$ cat src/rtl/mclk_source_ctrl.sv
module mclk_source_ctrl (
  input  logic       clk,
  input  logic       rst_n,
  input  logic       wr_en,
  input  logic       wr_main,
  input  logic       wr_sub,
  input  logic [1:0] wr_rate,
  input  logic       standby,
  input  logic       pll_stable,
  input  logic       main_stable,
  input  logic       pll_main_align,
  input  logic       main_sub_align,
  output logic       sel_main,
  output logic       sel_sub,
  output logic [1:0] src_sel,
  output logic [1:0] rate_out,
  output logic       pll_off,
  output logic       sub_off
);

  typedef enum logic [2:0] {
    ON_MAIN, MAIN_TO_PLL, ON_PLL, PLL_TO_MAIN, MAIN_TO_SUB, ON_SUB, SUB_TO_X
  } st_t;

  localparam logic [1:0] SRC_MAIN = 2'b00;
  localparam logic [1:0] SRC_PLL  = 2'b01;
  localparam logic [1:0] SRC_SUB  = 2'b10;

  st_t        st, st_nx;
  logic [1:0] req_rate;
  logic [1:0] rate_q;
  logic       load_rate;

  always_ff @(posedge clk or negedge rst_n) begin
    if (!rst_n) begin
      sel_main <= 1'b1;
      sel_sub  <= 1'b1;
      req_rate <= 2'b00;
    end else begin
      if (wr_en) begin
        sel_main <= wr_main;
        sel_sub  <= wr_sub;
        req_rate <= wr_rate;
      end
      if (standby) sel_main <= 1'b1;
    end
  end

  always_comb begin
    st_nx     = st;
    load_rate = 1'b0;
    unique case (st)
      ON_MAIN:
        if (!sel_sub)       st_nx = MAIN_TO_SUB;
        else if (!sel_main) st_nx = MAIN_TO_PLL;
      MAIN_TO_PLL:
        if (pll_stable) begin
          st_nx     = ON_PLL;
          load_rate = 1'b1;
        end
      ON_PLL:
        if (sel_main || !sel_sub || standby) st_nx = PLL_TO_MAIN;
      PLL_TO_MAIN:
        if (pll_main_align) st_nx = ON_MAIN;
      MAIN_TO_SUB:
        if (main_sub_align) st_nx = ON_SUB;
      ON_SUB:
        if (sel_sub) st_nx = SUB_TO_X;
      SUB_TO_X:
        if (main_stable) begin
          if (sel_main) st_nx = ON_MAIN;
          else begin
            st_nx     = ON_PLL;
            load_rate = 1'b1;
          end
        end
      default: st_nx = ON_MAIN;
    endcase
  end

  always_ff @(posedge clk or negedge rst_n) begin
    if (!rst_n) begin
      st     <= ON_MAIN;
      rate_q <= 2'b00;
    end else begin
      st <= st_nx;
      if (load_rate) rate_q <= req_rate;
    end
  end

  always_comb begin
    unique case (st)
      ON_PLL, PLL_TO_MAIN: src_sel = SRC_PLL;
      ON_SUB, SUB_TO_X:    src_sel = SRC_SUB;
      default:             src_sel = SRC_MAIN;
    endcase
  end

  assign rate_out = rate_q;
  assign pll_off  = (src_sel != SRC_PLL);
  assign sub_off  = (src_sel != SRC_SUB);

  AST_SRC_LEGAL: assert property (@(posedge clk) disable iff (!rst_n)
    src_sel != 2'b11);
  AST_PLL_ENTRY_EVENT: assert property (@(posedge clk) disable iff (!rst_n)
    $fell(pll_off) |-> ($past(pll_stable) || $past(main_stable)));
  AST_PLL_EXIT_ALIGN: assert property (@(posedge clk) disable iff (!rst_n)
    $rose(pll_off) |-> $past(pll_main_align));
  AST_SUB_ENTRY_ALIGN: assert property (@(posedge clk) disable iff (!rst_n)
    $fell(sub_off) |-> $past(main_sub_align));
  AST_SUB_EXIT_STABLE: assert property (@(posedge clk) disable iff (!rst_n)
    $rose(sub_off) |-> $past(main_stable));
  AST_RATE_HELD: assert property (@(posedge clk) disable iff (!rst_n)
    (!pll_off && $past(!pll_off)) |-> $stable(rate_out));
  AST_STANDBY_FORCE: assert property (@(posedge clk) disable iff (!rst_n)
    standby |=> sel_main);

endmodule

$ cat config.mk
export PLATFORM = sky130hd
export DESIGN_NAME = mclk_source_ctrl
export DESIGN_NICKNAME = d
export VERILOG_FILES = /design/src/rtl/mclk_source_ctrl.sv
export SDC_FILE = /design/constraint.sdc
export NUM_CORES = 1
export LEC_CHECK = 0
export BUFFER_PORTS_ARGS = -buffer_cell sky130_fd_sc_hd__buf_4
export CAP_MARGIN = 20
export CORE_MARGIN = 4
export CORE_UTILIZATION = 30
export CTS_CLUSTER_SIZE = 8
export DETAILED_ROUTE_END_ITERATION = 7
export GPL_TIMING_DRIVEN = 0
export PLACE_DENSITY = 0.62
export SYNTH_ARGS = -nofsm -noshare
export SYNTH_HDL_FRONTEND = slang
export SYNTH_SLANG_ARGS = --single-unit
$ cat constraint.sdc
create_clock -name clk -period 2.65 [get_ports clk]
set_input_delay 0.53 -clock clk [delete_from_list [all_inputs] [get_ports clk]]
set_output_delay 0.53 -clock clk [all_outputs]
set_load 0.02 [all_outputs]
# Word-level counts from Yosys, hierarchy flattened
# Index checks and enable logic that the tools add are counted.
# totals
romBits,0
latchBits,0
out_inout_bits,8
in_bits,12
ramBits,0
reg_bits,9
mem_count,0
elab_cells,45
# op_classes
shift,0
div,0
n_bitwise,0
eq_ne,15
reduce_logical,8
order_cmp,0
add_sub_neg,0
n_mux,17
n_mul,0
# ops
cell,count
2-to-1 mux 3 bit,8
one-hot mux 3 bit (7 select lines),1
"inequality test 2 bit, second input constant",7
"equality test 3 bit, second input constant",3
AND reduction 7 bit,1
"equality test 3 x 2 -> 1 bit, second input constant",2
2-to-1 mux 1 bit,5
one-hot mux 2 bit (2 select lines),1
OR reduction 2 bit,2
"equality test 3 x 1 -> 1 bit, second input constant",1
zero test 3 bit,1
"inequality test 3 bit, second input constant",1
logical OR 1 bit,2
2-to-1 mux 2 bit,1
"inequality test 2 x 1 -> 1 bit, second input constant",1
one-hot mux 1 bit (2 select lines),1
nonzero test 2 bit,1
zero test 1 bit,1

# Depth between registers and ports, before layout
# logic_depth
ltp_word,5
depth_mapped,4
ltp_nobuf,3

# Worst setup path before layout
# OpenSTA, ideal clock, no wires.
# synth_path
path_type,reg2out
start,register st[2]
end,output port src_sel[0]
slack_ns,1.111
path_stages_with_launch,4
required_ns,2.120
path_buffers,1
arrival_time_ns,1.009
cell_sequence,dfrtp_1 buf_4 or2b_1 inv_1
# synth_via
elab_chain_len,3
elab_cells_between_ends,7
# synth_lines
item,line_no,source
from (decl),29,"st_t st, st_nx;"
from (signal assigned),86,st <= st_nx;
equality test 3 bit / equality test 3 x 2 -> 1 bit (equally long branches),92,unique case (st)
OR reduction 2 bit,92,
one-hot mux 2 bit (2 select lines) *,92,
to (decl),15,"output logic [1:0] src_sel,"
# Mark *: on every way between the ends. The rest lies on a longest branch, timed or not.

# Worst setup path in the final report
# Same ends and word-level chain as after synthesis.

==> flow_summary.ini <==
[run_status]
status = finished, final reports clean

[timing]
report.final.slew_viol_count = 0
finalSetupViolations = 0
fin_crit_sh_pct = 66.74
tns_ps = 0
period_minus_slack_ps = 1769
slew_headroom_pct = 84.12
worst_slack_ps = 881.4
hold_violations = 0
maxClockFrequency_mhz = 565.4
fin_skew_ps = 5.270
whs_ps = 77.69
rsz0062_at_grt = no
worstMarginPinSlew_ps = 235.0

[clock_network]
postCtsSetupBuffers = 0
ctsHoldBuffers = 0
cts_buffer_depth = 2
root_buffer = clkbuf_4
clock_sinks = 9
cts_tree = done
clk_latency_ps = 260
path_clk_slew_ps = 70
post_cts_resized = 0
cts_made_buffers = 3
htreeDepth = 1

[floorplan]
rows = 14
die_h_um = 49.10
core_um2 = 1559
die_x_um = 49.10
dieArea_um2 = 2411
ios = 20
start_util_pct = 32.50

[power_and_ir_drop]
power.total_mw = 0.6841
p_leak_nw = 0.3421
p_per_area_nw_per_um2 = 981.6
pwr-share-seq_pct = 29.6
p_int_mw = 0.4225
p_clk_share_pct = 15.3
switching_power_mw = 0.2616
ir_drop_mv = 0.3621
power_frac_comb_pct = 55.1
switching_share_pct = 38.24

[cells_and_area]
drive_gt1_share_pct = 47.83
area_growth_pct = 37.53
fin_nets = 82
multi_input_area_um2 = 234.0
fill_cells = 163
seqCellArea_um2 = 227.7
antenna_cells = 0

[route]
wire_per_inst_um = 11.40
wirelength_um = 969
routed_via_density = 4.800
firstDrtPassIters = 2
drt_iter0_drc = 1
drc = 0
dr_total_vias = 408
ant_nets = 0

[logic_synthesis]
synth_top_cell_by_area = dfrtp_1
syn_area_per_cell_um2 = 11.02
syn_inst = 46
synth_seq_area_share_pct = 44.94
yosys.area.top_type_share_pct = 34.57
synth-edff-count = 0
synthDistinctLibCells = 24
synth.cell_area_um2 = 506.7
synth-seq-cells = 9
synth.net_count = 58
synth_top_family_by_area = simple AND/OR/NAND/NOR gates
synth_fa_ha_area_share_pct = 0
synth-compound-area-share_pct = 14.32
synth-async-reset-ratio_pct = 100.0
synth.yosys.warnings = 0
synth.mux.area_fraction_pct = 13.09
yosys.area_share.xor_xnor_pct = 1.728
synth-simple-area-share_pct = 17.04
synth_ff_type = dfrtp_1
synthTopCellsByArea = dfrtp_1 (35%), dfstp_2 (10%), mux2_2 (6.7%), buf_6 (4.4%), mux2_1 (4.4%)

[global_routing]
grt-ovfl-total = 0
grt_max_degree = 11
grt_pass1_vias = 416
grtUsageTotal_pct = 9.393
antenna_found_initial = 0
grt_pass1_wl_um = 1745

[place]
place_ws_ps = 1147
io_buffers = 19
gp_congestion = 0.6883

[critical_path]
arrival_ps = 1240
setup.worst_path.end_class = primary output
worstPathMaxFanout = 10
worstSetupPathType = reg -> out
startpoint_type = flop
worstPathRequired_ps = 2120

[worst_hold_path]
worst_hold_path_type = in -> async

[run]
cap_viol_max_count = 0
per-layer routing:
| layer | track usage (%) | routed length, µm |
|---|---|---|
| met2 | 12.50 | 422 |
| met3 | 3.976 | 69 |
| met4 | 5.687 | 0 |
| met5 | 0 | 0 |
| met1 | 12.29 | 478 |
cells in the final DEF (no fill, tap or decap), drive strengths merged, types with 3 or more instances in the layout:
cell	n
clkbuf	3
a21oi	3
buf	22
inv	4
mux2	5
dfrtp	7
critical path, cell delays in order (launching register included):
cell and delay (ps):
dfrtp_1 370, buf_4 170, or2b_1 260, inv_1 60, buf_4 130
final cells by class:
| type | instances | area share, % |
|---|---|---|
| buffer | 3 | 4.309 |
| sequential | 9 | 32.68 |
| timing repair buffer | 19 | 20.47 |
| inverter | 4 | 2.154 |
| tap | 16 | 2.873 |
| multi-input combinational | 30 | 33.57 |
| clock inverter | 1 | 0.7181 |
| clock buffer | 3 | 3.232 |
synthesized netlist by cell type, types with 3 or more instances:
master and count:
inv_1 4, dfrtp_1 7, mux2_2 3, a21oi_1 3
power by group through the flow:
stage / clock [mW] / sequential, mW / combinational [mW]
after global routing: 0.120 / 0.209 / 0.413
after CTS: 0.110 / 0.203 / 0.384
after floorplan: 0 / 0.225 / 0.237
after detailed placement: 0 / 0.206 / 0.383
after global placement: 0 / 0.205 / 0.380
final: 0.105 / 0.202 / 0.377
state kept, by name, indices dropped and copies added, names as in the netlist:
name,count
rate_out,2
req_rate,2
sel_main,1
sel_sub,1
st,3
through the flow:
step / cells / instance area, µm² / util, %
final: 85 / 696.9 / 44.70
after global routing: 85 / 696.9 / 44.70
after CTS: 85 / 696.9 / 44.70
after detailed placement: 81 / 669.4 / 42.94
after global placement: 81 / 669.4 / 42.94
after floorplan: 46 / 506.7 / -
cells by family after synthesis:
group	after synthesis
AND/OR/NAND/NOR	13
AO/OA/AOI/OAI	10
flip-flops	9
buffers and inverters	7
multiplexers	6
XOR/XNOR	1
path summary, 6_finish.rpt:
path / cells after the start / start / slack (ps) / end
max in group asynchronous: 1 / rst_n / 2350 / sel_sub$_DFFE_PN1P_
hold / removal: 1 / rst_n / 80 / rate_out[1]$_DFFE_PN0P_
setup / recovery: 4 / st[2]$_DFFE_PN0P_ / 880 / src_sel[0]
setup reg to reg: 4 / st[0]$_DFFE_PN0P_ / 1300 / rate_out[1]$_DFFE_PN0P_
min in group clk: 2 / standby / 470 / sel_main$_DFFE_PN1P_
hold reg to reg: 1 / req_rate[0]$_DFFE_PN0P_ / 490 / rate_out[0]$_DFFE_PN0P_
Note: power is estimated with default switching activity, not from simulation.
